`config.mk`:
```
export PLATFORM = sky130hd
export DESIGN_NAME = hs_xfer_link
export DESIGN_NICKNAME = d
export VERILOG_FILES = /design/src/rtl/hs_xfer_pkg.sv /design/src/rtl/hs_stall_timer.sv /design/src/rtl/hs_src_side.sv /design/src/rtl/hs_dst_side.sv /design/src/rtl/hs_xfer_link.sv
export SDC_FILE = /design/constraint.sdc
export NUM_CORES = 1
export LEC_CHECK = 0
export BUFFER_PORTS_ARGS = -buffer_cell sky130_fd_sc_hd__buf_4
export CAP_MARGIN = 30
export CORE_UTILIZATION = 54
export DETAILED_ROUTE_END_ITERATION = 16
export PLACE_DENSITY = 0.79
export SYNTH_ARGS = -nofsm -noshare
export SYNTH_HDL_FRONTEND = slang
export SYNTH_SLANG_ARGS = --single-unit
```
`constraint.sdc`:
```
create_clock -name clk -period 2.15 [get_ports clk]
set_input_delay 0.1075 -clock clk [delete_from_list [all_inputs] [get_ports clk]]
set_output_delay 0.1075 -clock clk [all_outputs]
set_load 0.005 [all_outputs]
```
`src/rtl/hs_xfer_pkg.sv`:
```
package hs_xfer_pkg;

    typedef enum logic {
        INIT_SOURCE = 1'b0,
        INIT_DEST   = 1'b1
    } init_mode_t;

    typedef enum logic [2:0] {
        SRC_IDLE,
        SRC_ARMED,
        SRC_SETUP,
        SRC_VALID,
        SRC_RELEASE
    } src_state_t;

    typedef enum logic [1:0] {
        DST_IDLE,
        DST_READY,
        DST_ACK,
        DST_DRAIN
    } dst_state_t;

endpackage

```
`src/rtl/hs_stall_timer.sv`:
```
module hs_stall_timer #(
    parameter int LIMIT = 16,
    parameter int CNT_W = 4
) (
    input  logic clk,
    input  logic rst_n,
    input  logic clear,
    output logic expired
);
    localparam logic [CNT_W-1:0] LAST = CNT_W'(LIMIT - 1);

    logic [CNT_W-1:0] cnt_q;

    assign expired = (cnt_q == LAST);

    always_ff @(posedge clk or negedge rst_n) begin
        if (!rst_n) begin
            cnt_q <= '0;
        end else if (clear) begin
            cnt_q <= '0;
        end else if (!expired) begin
            cnt_q <= cnt_q + 1'b1;
        end
    end
endmodule

```
`src/rtl/hs_src_side.sv`:
```
module hs_src_side
    import hs_xfer_pkg::*;
#(
    parameter int DATA_W  = 8,
    parameter int TIMEOUT = 16,
    parameter int CNT_W   = 4
) (
    input  logic              clk,
    input  logic              rst_n,
    input  logic              mode_i,
    input  logic              start_i,
    input  logic [DATA_W-1:0] data_i,
    input  logic              back_i,
    output logic              valid_o,
    output logic [DATA_W-1:0] bus_o,
    output logic              busy_o,
    output logic              err_o
);
    src_state_t        state_q, state_d;
    init_mode_t        mode_q;
    logic [DATA_W-1:0] data_q;
    logic              err_q;
    logic              set_err;
    logic              waiting;
    logic              expired;
    logic              answered;

    assign waiting  = (state_q == SRC_ARMED) || (state_q == SRC_VALID) ||
                      (state_q == SRC_RELEASE);
    assign answered = (mode_q == INIT_SOURCE) ? back_i : !back_i;

    hs_stall_timer #(.LIMIT(TIMEOUT), .CNT_W(CNT_W)) u_timer (
        .clk     (clk),
        .rst_n   (rst_n),
        .clear   ((state_d != state_q) || !waiting),
        .expired (expired)
    );

    always_comb begin
        state_d = state_q;
        set_err = 1'b0;
        unique case (state_q)
            SRC_IDLE: begin
                if (start_i) begin
                    state_d = (init_mode_t'(mode_i) == INIT_DEST) ? SRC_ARMED : SRC_SETUP;
                end
            end
            SRC_ARMED: begin
                if (back_i) begin
                    state_d = SRC_SETUP;
                end else if (expired) begin
                    state_d = SRC_IDLE;
                    set_err = 1'b1;
                end
            end
            SRC_SETUP: state_d = SRC_VALID;
            SRC_VALID: begin
                if (answered) begin
                    state_d = (mode_q == INIT_SOURCE) ? SRC_RELEASE : SRC_IDLE;
                end else if (expired) begin
                    state_d = SRC_IDLE;
                    set_err = 1'b1;
                end
            end
            SRC_RELEASE: begin
                if (!back_i) begin
                    state_d = SRC_IDLE;
                end else if (expired) begin
                    state_d = SRC_IDLE;
                    set_err = 1'b1;
                end
            end
            default: state_d = SRC_IDLE;
        endcase
    end

    always_ff @(posedge clk or negedge rst_n) begin
        if (!rst_n) begin
            state_q <= SRC_IDLE;
            mode_q  <= INIT_SOURCE;
            data_q  <= '0;
            err_q   <= 1'b0;
        end else begin
            state_q <= state_d;
            if (state_q == SRC_IDLE && start_i) begin
                mode_q <= init_mode_t'(mode_i);
                data_q <= data_i;
            end
            if (set_err) begin
                err_q <= 1'b1;
            end
        end
    end

    always_comb begin
        valid_o = 1'b0;
        bus_o   = '0;
        unique case (state_q)
            SRC_SETUP: bus_o = data_q;
            SRC_VALID: begin
                valid_o = 1'b1;
                bus_o   = data_q;
            end
            default: ;
        endcase
        busy_o = (state_q != SRC_IDLE);
        err_o  = err_q;
    end
endmodule

```
`src/rtl/hs_dst_side.sv`:
```
module hs_dst_side
    import hs_xfer_pkg::*;
#(
    parameter int DATA_W  = 8,
    parameter int TIMEOUT = 16,
    parameter int CNT_W   = 4
) (
    input  logic              clk,
    input  logic              rst_n,
    input  logic              mode_i,
    input  logic              take_i,
    input  logic              valid_i,
    input  logic [DATA_W-1:0] bus_i,
    output logic              back_o,
    output logic              rx_pulse_o,
    output logic [DATA_W-1:0] rx_data_o,
    output logic              err_o
);
    dst_state_t        state_q, state_d;
    logic              capture;
    logic              set_err;
    logic              waiting;
    logic              expired;
    logic              err_q;
    logic              rx_pulse_q;
    logic [DATA_W-1:0] rx_data_q;

    assign waiting = (state_q != DST_IDLE);

    hs_stall_timer #(.LIMIT(TIMEOUT), .CNT_W(CNT_W)) u_timer (
        .clk     (clk),
        .rst_n   (rst_n),
        .clear   ((state_d != state_q) || !waiting),
        .expired (expired)
    );

    always_comb begin
        state_d = state_q;
        capture = 1'b0;
        set_err = 1'b0;
        unique case (state_q)
            DST_IDLE: begin
                if (init_mode_t'(mode_i) == INIT_SOURCE) begin
                    if (take_i && valid_i) begin
                        state_d = DST_ACK;
                        capture = 1'b1;
                    end
                end else if (take_i) begin
                    state_d = DST_READY;
                end
            end
            DST_READY: begin
                if (valid_i) begin
                    state_d = DST_DRAIN;
                    capture = 1'b1;
                end else if (expired) begin
                    state_d = DST_IDLE;
                    set_err = 1'b1;
                end
            end
            DST_ACK, DST_DRAIN: begin
                if (!valid_i) begin
                    state_d = DST_IDLE;
                end else if (expired) begin
                    state_d = DST_IDLE;
                    set_err = 1'b1;
                end
            end
            default: state_d = DST_IDLE;
        endcase
    end

    always_ff @(posedge clk or negedge rst_n) begin
        if (!rst_n) begin
            state_q    <= DST_IDLE;
            err_q      <= 1'b0;
            rx_pulse_q <= 1'b0;
            rx_data_q  <= '0;
        end else begin
            state_q    <= state_d;
            rx_pulse_q <= capture;
            if (capture) begin
                rx_data_q <= bus_i;
            end
            if (set_err) begin
                err_q <= 1'b1;
            end
        end
    end

    always_comb begin
        back_o     = (state_q == DST_READY) || (state_q == DST_ACK);
        rx_pulse_o = rx_pulse_q;
        rx_data_o  = rx_data_q;
        err_o      = err_q;
    end
endmodule

```
`src/rtl/hs_xfer_link.sv`:
```
module hs_xfer_link #(
    parameter int DATA_W  = 8,
    parameter int TIMEOUT = 16
) (
    input  logic              clk,
    input  logic              rst_n,
    input  logic              mode,
    input  logic              src_start,
    input  logic [DATA_W-1:0] src_data,
    input  logic              dst_take,
    output logic              link_valid,
    output logic              link_back,
    output logic [DATA_W-1:0] link_bus,
    output logic              src_busy,
    output logic              src_err,
    output logic              dst_err,
    output logic              rx_pulse,
    output logic [DATA_W-1:0] rx_data
);
    localparam int CNT_W = (TIMEOUT > 2) ? $clog2(TIMEOUT) : 1;

    hs_src_side #(.DATA_W(DATA_W), .TIMEOUT(TIMEOUT), .CNT_W(CNT_W)) u_src (
        .clk     (clk),
        .rst_n   (rst_n),
        .mode_i  (mode),
        .start_i (src_start),
        .data_i  (src_data),
        .back_i  (link_back),
        .valid_o (link_valid),
        .bus_o   (link_bus),
        .busy_o  (src_busy),
        .err_o   (src_err)
    );

    hs_dst_side #(.DATA_W(DATA_W), .TIMEOUT(TIMEOUT), .CNT_W(CNT_W)) u_dst (
        .clk        (clk),
        .rst_n      (rst_n),
        .mode_i     (mode),
        .take_i     (dst_take),
        .valid_i    (link_valid),
        .bus_i      (link_bus),
        .back_o     (link_back),
        .rx_pulse_o (rx_pulse),
        .rx_data_o  (rx_data),
        .err_o      (dst_err)
    );
endmodule

```
; ---- Yosys cells after proc, flatten, opt, wreduce, memory -nomap -nowiden
; Cells that the tools add are included.
; W data, S select, Z words.
[totals]
reg_bits = 33
inputBits = 13
[op_classes]
n_addsub = 2
eq_ne = 13
mux = 35
n_reduce_logical = 16
[ops]
columns = operator, count
row1 = $mux W3, 6
row2 = $mux W4, 4
row3 = $pmux W3 S5, 1
row4 = $mux W2, 7
row5 = $mux W1, 12
row6 = $add A4 B1 Y4 const B, 2
row7 = $eq A4 B4 Y1 const B, 2
row8 = $mux W8, 1
row9 = $eq A3 B2 Y1 const B, 2
row10 = $pmux W2 S3, 1
row11 = $logic_or A1 B1 Y1, 5
row12 = $eq A2 B2 Y1 const B, 2
row13 = $ne A2 B2 Y1 const B, 2
row14 = $pmux W1 S2, 2
row15 = $reduce_or A2 Y1, 2
row16 = $eq A3 B1 Y1 const B, 1
row17 = $eq A3 B3 Y1 const B, 1
row18 = $logic_not A1 Y1, 3
row19 = $logic_not A3 Y1, 1
row20 = $ne A3 B3 Y1, 1
row21 = $pmux W1 S3, 1
row22 = $reduce_bool A3 Y1, 1
row23 = $eq A2 B1 Y1 const B, 1
row24 = $logic_and A1 B1 Y1, 2
row25 = 3 further kinds, 3

; ---- Depth between registers and ports, before layout
; Gate-level depths: netlist (run 1).
[logic_depth]
depth_word = 9
depth_mapped = 7
ltp_nobuf = 6

; ---- By module
; Synthesis (run 1) repeated with hierarchy kept, for this count alone.
[unflattened]
cells_unflattened = 169
hier_area_um2 = 1761.7
[by_module_without_submodules]
columns = module, n_inst, cells_each, area_per_inst_um2
row1 = hs_src_side, 1, 63, 685.7
row2 = hs_dst_side, 1, 68, 643.1
row3 = hs_stall_timer, 2, 19, 216.5

; ---- Worst setup path before layout (run 1)
; No wires, ideal clock.
[synth_timing]
path_type = register -> register
startpoint = register u_dst.state_q[0]
endpoint = register u_dst.rx_data_q[0], in the netlist u_dst.rx_data_o[0]
t_arrival_ps = 1604
required_ps = 2022
setup_slack_ps = 419
stages_incl_launch_ff = 6
n_path_buf = 0
path_cell_list = dfrtp_1 > inv_1 > ha_1 > and3b_1 > o21ai_4 > mux2_1
[synth_between]
elab_chain_cells = 2
elab_cells_between_ends = 3
classes_between = eq/ne (1) / mux (1) / reduce/logical (1)
[synth_lines]
columns = element, line
row1 = from (decl), hs_dst_side.sv:19  ; dst_state_t state_q, state_d;
row2 = from (signal assigned), hs_dst_side.sv:80  ; state_q <= state_d;
row3 = $eq A2 B1 Y1 / $logic_not A2 Y1 (equally long branches), hs_dst_side.sv:41  ; unique case (state_q)
row4 = $pmux W1 S2 (*), hs_dst_side.sv:41
row5 = to (signal assigned), hs_dst_side.sv:83  ; rx_data_q <= bus_i;
row6 = to (decl), hs_dst_side.sv:26  ; logic [DATA_W-1:0] rx_data_q;
; Every way passes the cells marked *; elsewhere a longest branch is shown, timed or not.
; A chain may end at the register's enable or synchronous reset.

; ---- Worst setup path after layout (run 1)
[layout_timing]
startpoint = register u_dst.state_q[0]
endpoint = register u_dst.rx_data_q[1], in the netlist u_dst.rx_data_o[1]
; Same word-level chain as after synthesis.

==> results.toml, run 1 <==
[floorplan]
die_height_um = 58.5
pin_count = 35
die_w_um = 58.5
dieArea_um2 = 3420
start_util_pct = 56.5
core_region_area_um2 = 3050
rows = 20

[routing]
wl_per_cell_um = 13.8
wirelength_mm = 3.30
ant_nets = 0
drc = 0
drtIter0Drc = 32
vias = 1289
dr.pass1.iters = 4
vias_per_cell = 5.39

[grt]
antenna_found_initial = 0
grt_max_degree = 34
grt_pass1_wl_mm = 5.45
grtUsageTotal_pct = 21.9
overflow = 0
grt_pass1_vias = 1205

[power]
ir_worst_vdd_mv = 0.841
leakagePower_nw = 1.04
powerDensity_nw_per_um2 = 1360

[clock_tree]
cts_max_path_buffers = 2
clock_latency_ps = 330
cts_tree = "yes"
cts_htree_levels = 2
cts_buffers = 5
cts_setup_buffers = 0
clk_pin_slew_ps = 100
cts-root-buf = "clkbuf_4"
clock-sinks = 33

[finish]
fin_nets = 213
stdcell_area_um2 = 2180
antennaDiodeCount = 0
area_growth_pct = 26.6
multiInputGateArea_um2 = 861
drive_above_1_share_pct = 31.3
fill_cells = 228
regArea_um2 = 826

[sta]
drv_slew = 0
hold_viol = 0
fin_skew_ps = 6.60
setup_violations = 0
fin_tns_setup_ps = 0
timing.final.crit_share_pct = 92.3
period_needed_ps = 1980
max_freq_mhz = 504
relSlewSlack_pct = 66.3
tightest_slew_ps = 498
rsz0062_at_grt = "no"

[outcome]
status = "finished clean"

[place]
dpl.hpwl_mm = 2.39
gp_congestion = 0.866
placed_cell_area_um2 = 2020
portBuffers = 34

[synth]
ys_top_cells_by_area = "dfrtp_1, mux2_2, mux2_1, ha_1, and2_1"
synth_common_cells = "dfrtp_1, nor2_1, and2_1, mux2_2, mux2_1"
netlist_instances = 147
yosys.area.top_type = "dfrtp_1"
yosysMostFrequentCell = "dfrtp_1"
synth_top_flop_cell = "dfrtp_1"
synth_top_cell_area_share_pct = 47.9
syn_avg_cell_area_um2 = 11.7
yosysWarnings = 0
synth_seq_cells = 33
synth.net_count = 166
synth_edf_count = 0
syn_area_um2 = 1720
synth.distinct_cells = 45
async_flop_share_pct = 100
synth-seq-area-share_pct = 47.9

[worst_setup_path]
critPathArrivalTime_ps = 2210
start_kind = "flip-flop"
worstSetupPathType = "reg -> reg"
critPathCaptureType = "flip-flop"
crit_path_max_fanout = 9
ff2ff_setup_slack_ps = 170
required_ps = 2370

[job]
cap_violations = 0

[worst_hold_path]
hp-class = "in -> reg"
## kinds of logic after synthesis
| group | count (synthesis) | share of synthesized area, % |
|---|---|---|
| AND/OR/NAND/NOR | 50 | 18.4 |
| flip-flops | 33 | 47.9 |
| AO/OA/AOI/OAI | 29 | 13.4 |
| multiplexers | 19 | 12.3 |
| buffers and inverters | 7 | 2.18 |
| adder cells (fa/ha/maj) | 6 | 4.35 |
| XOR/XNOR | 3 | 1.52 |
## routing by layer
layer | GRT usage (%) | share of wire (%) | up-vias
li1 | - | - | 638
met1 | 26.7 | 44 | 623
met2 | 37.3 | 52 | 21
met3 | 4.62 | 3.1 | 7
met4 | 10.2 | 1.6 | 0
met5 | 0 | 0 | -
## critical path, stage by stage (launching register included)
cell and delay, ps:
dfrtp_1 460, inv_1 150, ha_1 330, and3b_1 250
o21ai_4 310, mux2_1 370
## what timing repair did
action | in CTS | in global routing
resized for setup | 0 | 0
hold buffers | 7 | 1
endpoints found under the hold margin | 39 | 1
## path summary, 6_finish.rpt
kind	start	cells after the start	to
worst max-delay path	u_dst.state_q[0]	5	u_dst.rx_data_o[1]
worst min-delay path	src_data[2]	2	u_src.data_q[2]
worst max register to register	u_dst.state_q[0]	5	u_dst.rx_data_o[1]
worst min register to register	u_dst.rx_data_o[0]	1	u_dst.rx_data_o[0]
max in group asynchronous	rst_n	2	u_dst.state_q[1]
min in group asynchronous	rst_n	2	u_src.data_q[5]
## layout by cell type, fill, tap and decap left out, types with 3 or more instances in the layout
cell type and n:
a31oi_1 4, inv_1 4, and2_1 10, dfrtp_1 33, nor2b_1 4, nor2_1 11
nand2_1 4, mux2_1 8, dlygate4sd3_1 8, o21ai_0 3, buf_4 34, nand3_1 4
clkbuf_4 5, ha_1 6, nor3_1 5, mux2_2 10, a311oi_1 3, a21oi_1 4
## power breakdown
group	total [mW]	internal [mW]	switching [mW]
Clock	0.487	0.278	0.209
Combinational	1.45	0.760	0.694
Sequential	1.03	0.841	0.191
## area by class of cell
cell class | instances | share of cell area (%)
Clock buffer | 7 | 2.52
Inverter | 5 | 0.974
Tap cell | 44 | 2.52
Multi-Input combinational cell | 107 | 39.4
Sequential cell | 33 | 37.8
Clock inverter | 1 | 1.38
Timing Repair Buffer | 42 | 15.4
## state kept, by name, indices dropped and copies added, names as in the netlist, 2 cells and up
register	cells
u_dst.state_q	2
u_dst.rx_data_o	8
u_src.u_timer.cnt_q	4
u_dst.u_timer.cnt_q	4
u_src.state_q	3
u_src.data_q	8
## stage by stage
| stage | cells | hold slack [ps] | util (%) | setup slack (ps) | total power [mW] |
|---|---|---|---|---|---|
| 4_1_cts | 238 | 2.24 | 71.2 | 169 | 2.99 |
| 3_5_place_dp | 223 | 69.8 | 66.1 | 178 | 2.49 |
| 6_report | 239 | 10.5 | 71.5 | 165 | 2.97 |
| 3_3_place_gp | 223 | 63.2 | 66.1 | 238 | 2.42 |
| 5_1_grt | 239 | 5.24 | 71.5 | 16.6 | 3.20 |
| 2_1_floorplan | 147 | -188 | - | 419 | 2.00 |
(Power assumes the default switching activity.)
==> run 2, diff against run 1 <==
--- a/config.mk
+++ b/config.mk
@@ -10,6 +10,7 @@
 export CORE_UTILIZATION = 54
 export DETAILED_ROUTE_END_ITERATION = 16
 export PLACE_DENSITY = 0.79
+export SETUP_SLACK_MARGIN = 0.4
 export SYNTH_ARGS = -nofsm -noshare
 export SYNTH_HDL_FRONTEND = slang
 export SYNTH_SLANG_ARGS = --single-unit
==> results.toml, run 2 (synthesis results as in run 1) <==
[finish]
layout_commonest_cell = "buf_4"
fill_cells = 217
post-route-util_pct = 74.8
fin_nets = 218
final_cell_mix = "buf_4, dfrtp_1, nor2_1"
area_growth_pct = 32.4
antennaDiodeCount = 0
stdcell_area_um2 = 2280
drive_above_1_share_pct = 38.5
instances_no_fill = 244

[sta]
fin_skew_ps = 6.53
max_freq_mhz = 595
setup_violations = 0
hold_viol = 0
tightest_slew_ps = 453
rsz0062_at_grt = "no"
timing.final.crit_share_pct = 78.2
drv_slew = 0
fin_tns_setup_ps = 0
period_needed_ps = 1680
relSlewSlack_pct = 69.7

[floorplan]
core_region_area_um2 = 3050
start_util_pct = 56.5
die_height_um = 58.5
die_w_um = 58.5
rows = 20
pin_count = 35
dieArea_um2 = 3420

[routing]
dr.pass1.iters = 4
wl_per_cell_um = 14.6
ant_nets = 0
drtIter0Drc = 39
vias_per_cell = 5.50
vias = 1342
wirelength_mm = 3.56
drc = 0

[worst_setup_path]
critPathCaptureType = "flip-flop"
start_kind = "flip-flop"
required_ps = 2370
crit_path_max_fanout = 9
critPathArrivalTime_ps = 1900
worstSetupPathType = "reg -> reg"

[power]
ir_worst_vdd_mv = 0.897
total_power_mw = 3.15
leakagePower_nw = 1.07
powerDensity_nw_per_um2 = 1380

[outcome]
status = "finished clean"

[clock_tree]
clock_latency_ps = 330
cts_tree = "yes"
cts-root-buf = "clkbuf_4"
clock-sinks = 33
clk_pin_slew_ps = 100
cts_max_path_buffers = 2
cts_htree_levels = 2
cts_buffers = 5

[grt]
grt_max_degree = 34
grt_pass1_vias = 1229
grtUsageTotal_pct = 22.3
grt_pass1_wl_mm = 5.57
antenna_found_initial = 0
overflow = 0

[job]
cap_violations = 0

[place]
placed_cells = 223
gp_congestion = 0.866
dpl.hpwl_mm = 2.39
portBuffers = 34
placed_cell_area_um2 = 2020

[worst_hold_path]
hp-class = "in -> reg"
-- run 2: critical path: stages (launching register included) --
cell,delay [ps]
dfrtp_2,410
inv_2,90
ha_4,190
and3b_2,240
o21ai_4,170
buf_12,140
mux2_1,330
-- run 2: worst paths after layout --
kind | slack, ps | start | end | depth (start not counted)
worst max-delay path | 470 | u_dst.state_q[0] | u_dst.rx_data_o[1] | 6
max in group asynchronous | 1590 | rst_n | u_dst.state_q[0] | 2
worst min register to register | 500 | u_dst.rx_data_o[2] | u_dst.rx_data_o[2] | 1
worst min-delay path | 20 | src_data[2] | u_src.data_q[2] | 2
worst max register to register | 470 | u_dst.state_q[0] | u_dst.rx_data_o[1] | 6
min in group asynchronous | 240 | rst_n | u_src.data_q[5] | 2
-- run 2: layout make-up --
cell class / instances / area, µm² / share of cell area [%]
Inverter: 5 / 21.3 / 0.932
Tap cell: 44 / 55.1 / 2.41
Clock buffer: 7 / 55.1 / 2.41
Timing Repair Buffer: 47 / 385 / 16.9
Multi-Input combinational cell: 107 / 907 / 39.7
Sequential cell: 33 / 828 / 36.3
Clock inverter: 1 / 30.0 / 1.32
-- run 2: power by group --
part | switching, mW | leakage (nW) | internal [mW]
logic | 0.767 | 0.602 | 0.871
clock network | 0.207 | 0.0455 | 0.278
registers | 0.185 | 0.422 | 0.845
total | 1.16 | 1.07 | 1.99
-- run 2: per-stage QoR --
step	setup WS [ps]	hold WS (ps)
floorplan	419	-188
global placement	238	63.2
detailed placement	178	69.8
CTS	368	2.24
global route	397	5.51
finish	468	19.1
-- run 2: repair_timing --
item	in CTS	in global routing
endpoints found under the hold margin	39	1
setup endpoints to repair	13	12
hold buffers	7	1
pin swaps	1	0
setup buffers	1	4
gates resized for setup	6	8
-- run 2: routing by layer --
layer  part of all wire (%)  vias to the layer above  GRT usage, %
met5                      0                        -             0
met1                     41                      656          27.5
met2                     52                       31          36.6
met3                    3.7                       13          4.84
li1                       -                      642             -
met4                    3.4                        0          11.9
